--- config.mk ---
export PLATFORM = sky130hd
export DESIGN_NAME = rfr_regfile
export DESIGN_NICKNAME = d
export VERILOG_FILES = /design/src/rtl/rfr_pkg.sv /design/src/rtl/rfr_status_bank.sv /design/src/rtl/rfr_value_bank.sv /design/src/rtl/rfr_read_port.sv /design/src/rtl/rfr_regfile.sv
export SDC_FILE = /design/constraint.sdc
export NUM_CORES = 2
export LEC_CHECK = 0
export BUFFER_PORTS_ARGS = -buffer_cell sky130_fd_sc_hd__buf_4
export CORE_MARGIN = 2
export CORE_UTILIZATION = 40
export DETAILED_ROUTE_END_ITERATION = 7
export PLACE_DENSITY_LB_ADDON = 0.25
export SYNTH_ARGS = -nofsm -noshare
export SYNTH_HDL_FRONTEND = slang
export SYNTH_HIERARCHICAL = 1
export SYNTH_SLANG_ARGS = --single-unit
--- constraint.sdc ---
create_clock -name clk -period 5.7 [get_ports clk]
set_input_delay 0 -clock clk [delete_from_list [all_inputs] [get_ports clk]]
set_output_delay 0 -clock clk [all_outputs]
set_load 0.02 [all_outputs]
--- src/rtl/rfr_pkg.sv ---
// Package: rfr_pkg
// Shared types for the rename-aware register file.
// Assumes nothing beyond the users importing it.
package rfr_pkg;

    // Where a read port takes its operand from, in falling priority order.
    typedef enum logic [1:0] {
        SRC_FILE    = 2'd0,  // register not pending: committed value
        SRC_COMMIT  = 2'd1,  // pending, released by a same-cycle commit
        SRC_FWD     = 2'd2,  // pending, reorder buffer reports ready
        SRC_WAIT    = 2'd3   // pending, producer not ready: return tag
    } rd_src_e;

endpackage

--- src/rtl/rfr_status_bank.sv ---
// Module: rfr_status_bank
// Holds the pending flag and newest producer tag of every register.
// A flush beats a rename, a rename beats a commit release, and a commit
// releases only on a tag match. Assumes rename tags are nonzero.
module rfr_status_bank #(
    parameter int NUM_REGS = 32,
    parameter int TAG_W    = 5,
    parameter int IDX_W    = 5
) (
    input  logic                           clk,
    input  logic                           rst_n,
    input  logic                           ren_en,
    input  logic [IDX_W-1:0]               ren_idx,
    input  logic [TAG_W-1:0]               ren_tag,
    input  logic                           cmt_en,
    input  logic [IDX_W-1:0]               cmt_idx,
    input  logic [TAG_W-1:0]               cmt_tag,
    input  logic                           flush,
    output logic [NUM_REGS-1:0]            busy_q,
    output logic [NUM_REGS-1:0][TAG_W-1:0] tag_q
);

    for (genvar i = 0; i < NUM_REGS; i++) begin : g_reg
        logic             busy_r;
        logic [TAG_W-1:0] tag_r;
        logic             ren_hit;
        logic             rel_hit;

        // Decode whether this register is renamed or released this cycle.
        always_comb begin
            ren_hit = ren_en && (ren_idx == IDX_W'(i));
            rel_hit = cmt_en && (cmt_idx == IDX_W'(i)) && busy_r && (tag_r == cmt_tag);
        end

        // Update pending flag and producer tag by priority.
        always_ff @(posedge clk) begin
            if (!rst_n) begin
                busy_r <= 1'b0;
                tag_r  <= '0;
            end else if (flush) begin
                busy_r <= 1'b0;
                tag_r  <= '0;
            end else if (ren_hit) begin
                busy_r <= 1'b1;
                tag_r  <= ren_tag;
            end else if (rel_hit) begin
                busy_r <= 1'b0;
                tag_r  <= '0;
            end
        end

        assign busy_q[i] = busy_r;
        assign tag_q[i]  = tag_r;
    end

endmodule

--- src/rtl/rfr_value_bank.sv ---
// Module: rfr_value_bank
// Committed register values. Only the commit port writes, and it writes
// regardless of flush or rename status. Register zero is ordinary.
module rfr_value_bank #(
    parameter int NUM_REGS = 32,
    parameter int DATA_W   = 32,
    parameter int IDX_W    = 5
) (
    input  logic                            clk,
    input  logic                            rst_n,
    input  logic                            cmt_en,
    input  logic [IDX_W-1:0]                cmt_idx,
    input  logic [DATA_W-1:0]               cmt_val,
    output logic [NUM_REGS-1:0][DATA_W-1:0] val_q
);

    for (genvar i = 0; i < NUM_REGS; i++) begin : g_reg
        logic [DATA_W-1:0] val_r;

        // Write the committed value into this register.
        always_ff @(posedge clk) begin
            if (!rst_n) begin
                val_r <= '0;
            end else if (cmt_en && (cmt_idx == IDX_W'(i))) begin
                val_r <= cmt_val;
            end
        end

        assign val_q[i] = val_r;
    end

endmodule

--- src/rtl/rfr_read_port.sv ---
// Module: rfr_read_port
// One combinational source-operand read. Picks the committed value, a
// same-cycle commit bypass, a reorder buffer forward, or the producer tag.
// Assumes the lookup answer belongs to the tag shown on look_tag.
module rfr_read_port
    import rfr_pkg::*;
#(
    parameter int NUM_REGS = 32,
    parameter int DATA_W   = 32,
    parameter int TAG_W    = 5,
    parameter int IDX_W    = 5
) (
    input  logic [IDX_W-1:0]                rd_idx,
    input  logic [NUM_REGS-1:0]             busy_q,
    input  logic [NUM_REGS-1:0][TAG_W-1:0]  tag_q,
    input  logic [NUM_REGS-1:0][DATA_W-1:0] val_q,
    input  logic                            cmt_en,
    input  logic [IDX_W-1:0]                cmt_idx,
    input  logic [TAG_W-1:0]                cmt_tag,
    input  logic [DATA_W-1:0]               cmt_val,
    input  logic                            fwd_rdy,
    input  logic [DATA_W-1:0]               fwd_val,
    output logic [TAG_W-1:0]                look_tag,
    output logic [DATA_W-1:0]               op_val,
    output logic [TAG_W-1:0]                op_tag
);

    rd_src_e          src;
    logic             pend;
    logic [TAG_W-1:0] prod;

    // Classify the operand source for the addressed register.
    always_comb begin
        pend = busy_q[rd_idx];
        prod = tag_q[rd_idx];
        if (!pend)
            src = SRC_FILE;
        else if (cmt_en && (cmt_idx == rd_idx) && (cmt_tag == prod))
            src = SRC_COMMIT;
        else if (fwd_rdy)
            src = SRC_FWD;
        else
            src = SRC_WAIT;
    end

    // Drive the lookup tag and the operand from the chosen source.
    always_comb begin
        look_tag = pend ? prod : '0;
        op_val   = '0;
        op_tag   = '0;
        unique case (src)
            SRC_FILE:   op_val = val_q[rd_idx];
            SRC_COMMIT: op_val = cmt_val;
            SRC_FWD:    op_val = fwd_val;
            SRC_WAIT:   op_tag = prod;
        endcase
    end

endmodule

--- src/rtl/rfr_regfile.sv ---
// Module: rfr_regfile
// Architectural register file with per-register rename status: NUM_RD
// source reads, one destination rename and one commit write per cycle,
// plus a flush of all pending renames. Tag zero means "no producer".
module rfr_regfile #(
    parameter int NUM_REGS = 32,
    parameter int DATA_W   = 32,
    parameter int TAG_W    = 5,
    parameter int NUM_RD   = 2,
    localparam int IDX_W   = (NUM_REGS > 1) ? $clog2(NUM_REGS) : 1
) (
    input  logic                          clk,
    input  logic                          rst_n,
    input  logic [NUM_RD-1:0][IDX_W-1:0]  rd_idx,
    output logic [NUM_RD-1:0][TAG_W-1:0]  rd_look_tag,
    input  logic [NUM_RD-1:0]             rd_fwd_rdy,
    input  logic [NUM_RD-1:0][DATA_W-1:0] rd_fwd_val,
    output logic [NUM_RD-1:0][DATA_W-1:0] rd_val,
    output logic [NUM_RD-1:0][TAG_W-1:0]  rd_tag,
    input  logic                          ren_en,
    input  logic [IDX_W-1:0]              ren_idx,
    input  logic [TAG_W-1:0]              ren_tag,
    input  logic                          cmt_en,
    input  logic [IDX_W-1:0]              cmt_idx,
    input  logic [TAG_W-1:0]              cmt_tag,
    input  logic [DATA_W-1:0]             cmt_val,
    input  logic                          flush
);

    logic [NUM_REGS-1:0]             busy_q;
    logic [NUM_REGS-1:0][TAG_W-1:0]  tag_q;
    logic [NUM_REGS-1:0][DATA_W-1:0] val_q;

    rfr_status_bank #(
        .NUM_REGS (NUM_REGS),
        .TAG_W    (TAG_W),
        .IDX_W    (IDX_W)
    ) u_status (
        .clk     (clk),
        .rst_n   (rst_n),
        .ren_en  (ren_en),
        .ren_idx (ren_idx),
        .ren_tag (ren_tag),
        .cmt_en  (cmt_en),
        .cmt_idx (cmt_idx),
        .cmt_tag (cmt_tag),
        .flush   (flush),
        .busy_q  (busy_q),
        .tag_q   (tag_q)
    );

    rfr_value_bank #(
        .NUM_REGS (NUM_REGS),
        .DATA_W   (DATA_W),
        .IDX_W    (IDX_W)
    ) u_values (
        .clk     (clk),
        .rst_n   (rst_n),
        .cmt_en  (cmt_en),
        .cmt_idx (cmt_idx),
        .cmt_val (cmt_val),
        .val_q   (val_q)
    );

    for (genvar p = 0; p < NUM_RD; p++) begin : g_rd
        rfr_read_port #(
            .NUM_REGS (NUM_REGS),
            .DATA_W   (DATA_W),
            .TAG_W    (TAG_W),
            .IDX_W    (IDX_W)
        ) u_port (
            .rd_idx   (rd_idx[p]),
            .busy_q   (busy_q),
            .tag_q    (tag_q),
            .val_q    (val_q),
            .cmt_en   (cmt_en),
            .cmt_idx  (cmt_idx),
            .cmt_tag  (cmt_tag),
            .cmt_val  (cmt_val),
            .fwd_rdy  (rd_fwd_rdy[p]),
            .fwd_val  (rd_fwd_val[p]),
            .look_tag (rd_look_tag[p]),
            .op_val   (rd_val[p]),
            .op_tag   (rd_tag[p])
        );
    end

endmodule

==> results summary <==
The final standard cell utilization of the core is 0.447. The post-layout instance count excluding filler cells is 7947. The post-layout minimum cycle time is 4.21 ns.

By area the synthesized netlist is led by sky130_fd_sc_hd__dfxtp_1 (37%), sky130_fd_sc_hd__mux4_2 (23%), sky130_fd_sc_hd__mux2i_1 (18%). The type of the most critical hold path is in2reg. The later-pin clock latency in the skew report came out at 0.79 ns.

The most common cell in the netlist is sky130_fd_sc_hd__dfxtp_1. Compared with the post-synthesis result, the final layout area differs by 10.7%. The vertical die dimension came out at 412 um.

The ratio of cells with drive above 1 in the final layout came out at 0.229. The setup total negative slack came out at 0 ns. The count of standard-cell rows is 149.

For the pin with the worst max-slew slack, the measured transition is 1.23 ns. Of the post-synthesis cell area, the dominant cell type holds 0.365. The flow ran to the end, and the final reports show no timing, DRC or antenna violations.

Of the synthesized area, sequential elements account for 0.365. Dividing the synthesized area by the synthesized cell count gives 11.4 um^2. The congestion estimate from routability-driven global placement came to 0.912. The path with the worst hold slack has its endpoint at u_status/g_reg[20].busy_r. Data on the critical path is required at its endpoint by 5.70 ns. The full die area is 170000 um^2. The total clock sinks came out at 1216. The maximum fanout along the worst path came out at 32. After clock tree synthesis, the repair step resized 0 gates. In the post-route analysis, the smallest setup slack over all paths is 1.49 ns. After detailed routing, the total wire length is 225000 um. Counting cells, the worst reg-to-reg path comes to 5.

The number of global-route vias before repair came out at 48200. The core footprint came out at 165000 um^2. The fill cell total of the finished layout is 15200. Global routing finished with a remaining overflow of 0.

The total number of H-tree levels came out at 4. The initial antenna violation count is 2. Input and output buffers added on the ports amount to 216.

The vias after detailed routing is 48700. The placement-stage worst setup slack came out at 1.89 ns. The total count of hold-check failures in the final report came out at 0. In this run the critical register-to-register path is captured at u_status/g_reg[0].tag_r[3]. The total setup violations reported at the end of the flow is 0. The number of DRC violations after detailed routing came out at 0.

The via count normalized by instance count came out at 6.13. The worst setup path is captured at an output pin. Setup repair after global routing left no endpoint under its margin.

The count of unique library cells instantiated by Yosys is 87. In this run the critical register-to-register path is launched from u_status/g_reg[0].tag_r[4]. During synthesis, Yosys emitted a total of 6 warnings. The number of hold buffers added after CTS was 28. The startpoint identified for the worst hold timing path is cmt_tag[1]. Counting along the longest clock path gives a buffer depth of 3. The reported max-cap violation count came out at 0. The global routing usage summed across all routing layers came out at 0.260.

In this run the cell area measured after placement is 68900 um^2. The number of placed cells counting well taps came out at 7671. The initial cell density of the core came out at 0.404. The total power per unit cell area is 265 nW/um^2. Once the clock tree was built, the setup fixing pass inserted 0 buffers. The wire length per cell after detailed routing is 28.4 um. The maximum number of pins on one net before global-route repair is 163. The number of enable-type register cells in the synthesized netlist is 0. The proportion of synthesized flip-flops having asynchronous set or reset came out at 0. The critical path is of the reg2out type.

Along the worst hold path, the cell count comes to 5. TritonCTS built the clock tree. The number of nets handed over by synthesis was 5959. The pre-antenna-repair detailed-routing pass consisted of 6 iterations.

The clock-pin transition on the worst setup and hold timing paths came out at 0.06 ns. The startpoint kind of the worst setup timing path is a register. The estimated wirelength of the detail-placed design is 126000 um. Dividing the final minimum period by the clock period gives 0.739. The cell area that synthesis handed to floorplanning was 66700 um^2. The final-report max-slew violation count was 0. The top achievable clock speed came out at 237 MHz. At the worst endpoint, the arrival time is 4.21 ns. The number of buffers inserted during clock tree synthesis is 138. The post-synthesis register bit count is 1216. The worst slew margin relative to its limit came out at 0.180. The violation count after the first detailed-route iteration came out at 5071.

The static power due to leakage came out at 29.7 nW. The setup clock skew after layout came out at 0.0244 ns. The number of primary I/O pins came out at 217.

The gate count of the mapped netlist is 5826. The commonest cells after synthesis are sky130_fd_sc_hd__dfxtp_1 (1216), sky130_fd_sc_hd__mux2i_1 (1180), sky130_fd_sc_hd__nand2_1 (1110). The die span in x is 412 um. The global-route wire length before repair came out at 328000 um. The most used flip-flop cell after synthesis is sky130_fd_sc_hd__dfxtp_1. Clock tree synthesis selected as its root buffer the cell sky130_fd_sc_hd__clkbuf_16. Of all cell types, the one taking the most synthesized area is sky130_fd_sc_hd__dfxtp_1. The final standard cell area without fillers is 73800 um^2. The final layout contains 5783 nets. The count of nets left with antenna violations once routing finished came out at 0. The setup slack of the most critical reg-to-reg path is 3.62 ns. The maximum ir drop on the vdd rail came out at 0.323 mV.
[cells in the final DEF, fill, tap and decap left out, types with 16 or more instances in the layout]
| master | synthesis | final |
|---|---|---|
| sky130_fd_sc_hd__dfxtp_1 | 1216 | 1216 |
| sky130_fd_sc_hd__o21ai_0 | 21 | 21 |
| sky130_fd_sc_hd__clkbuf_8 | 0 | 30 |
| sky130_fd_sc_hd__inv_1 | 36 | 36 |
| sky130_fd_sc_hd__clkbuf_1 | 300 | 26 |
| sky130_fd_sc_hd__nor4_2 | 22 | 20 |
| sky130_fd_sc_hd__a22o_1 | 135 | 135 |
| sky130_fd_sc_hd__a21oi_1 | 23 | 23 |
| sky130_fd_sc_hd__nor4_1 | 17 | 17 |
| sky130_fd_sc_hd__xnor2_1 | 34 | 34 |
| sky130_fd_sc_hd__a22oi_1 | 38 | 38 |
| sky130_fd_sc_hd__clkinv_2 | 0 | 25 |
| sky130_fd_sc_hd__buf_4 | 53 | 263 |
| sky130_fd_sc_hd__nand2_1 | 1110 | 1098 |
| sky130_fd_sc_hd__xor2_1 | 139 | 139 |
| sky130_fd_sc_hd__a31oi_1 | 16 | 16 |
| sky130_fd_sc_hd__o21a_1 | 20 | 20 |
| sky130_fd_sc_hd__mux2i_1 | 1180 | 1180 |
| sky130_fd_sc_hd__mux4_2 | 680 | 680 |
| sky130_fd_sc_hd__dlygate4sd3_1 | 0 | 28 |
| sky130_fd_sc_hd__nor2_1 | 151 | 139 |
| sky130_fd_sc_hd__nand3_1 | 41 | 38 |
| sky130_fd_sc_hd__clkbuf_16 | 0 | 139 |
| sky130_fd_sc_hd__a221o_1 | 64 | 64 |
[report_power, final]
part           leakage (nW)  internal (mW)  total (mW)  switching, mW
clock                  2.29           5.34        9.20           3.86
sequential             9.80           8.56        8.60         0.0432
combinational          17.6          0.585        1.73           1.14
[per-layer routing]
layer  wire (um)  global-route usage
met1       96100               0.348
met2      107000               0.425
met3       13600              0.0373
met4        8490              0.0991
met5          13                   0
[critical path, cell delays in order, from the launching register on]
cell                       delay [ns]
sky130_fd_sc_hd__dfxtp_1         0.44
sky130_fd_sc_hd__mux4_2          0.29
sky130_fd_sc_hd__mux2_2          0.18
sky130_fd_sc_hd__o22ai_1         0.15
sky130_fd_sc_hd__a221oi_4        0.25
sky130_fd_sc_hd__buf_4           0.47
sky130_fd_sc_hd__inv_2           0.21
sky130_fd_sc_hd__nor4_4          0.29
sky130_fd_sc_hd__buf_4           0.61
sky130_fd_sc_hd__a221o_1         0.28
sky130_fd_sc_hd__buf_4           0.14
[state kept, by name, indices dropped and copies added (netlist names)]
signal,flops
u_status/g.busy_r,32
u_status/g.tag_r,160
u_values/g.val_r,1024
[cell type report]
| type | instances | area, um^2 | share of cell area |
|---|---|---|---|
| timing repair buffer | 311 | 2600 | 0.0352 |
| inverter | 38 | 143 | 0.00193 |
| clock inverter | 54 | 667 | 0.00904 |
| multi-input combinational | 3945 | 39300 | 0.533 |
| antenna | 1 | 2.50 | 0.0000339 |
| sequential | 1216 | 24300 | 0.330 |
| tap | 2189 | 2740 | 0.0371 |
| clock buffer | 193 | 3960 | 0.0537 |
[how the worst max path moves through the flow]
stage | cells past startpoint | slack [ns] | startpoint | to
after global placement | 12 | 1.92 | rd_idx[2] | rd_val[0]
after floorplan | 10 | 3.16 | rd_idx[0] | rd_val[10]
after CTS | 10 | 1.49 | u_status/g_reg[25].busy_r | rd_val[0]
after global routing | 10 | 1.39 | u_status/g_reg[25].busy_r | rd_val[20]
after detailed placement | 12 | 1.89 | rd_idx[2] | rd_val[0]
final | 10 | 1.49 | u_status/g_reg[25].busy_r | rd_val[0]
[logic make-up after synthesis]
kind of cell / synth area share
flip-flops: 0.365
multiplexers: 0.413
buffers and inverters: 0.0494
AO/OA/AOI/OAI: 0.0527
XOR/XNOR: 0.0235
AND/OR/NAND/NOR: 0.0965
[through the flow]
stage                     power (mW)  hold WS (ns)
after floorplan                 9.94        0.0895
after global placement          10.5         0.329
after detailed placement        10.5         0.327
after CTS                       19.7         0.102
after global routing            20.1         0.177
final                           19.5         0.178
(Power assumes the default switching activity.)
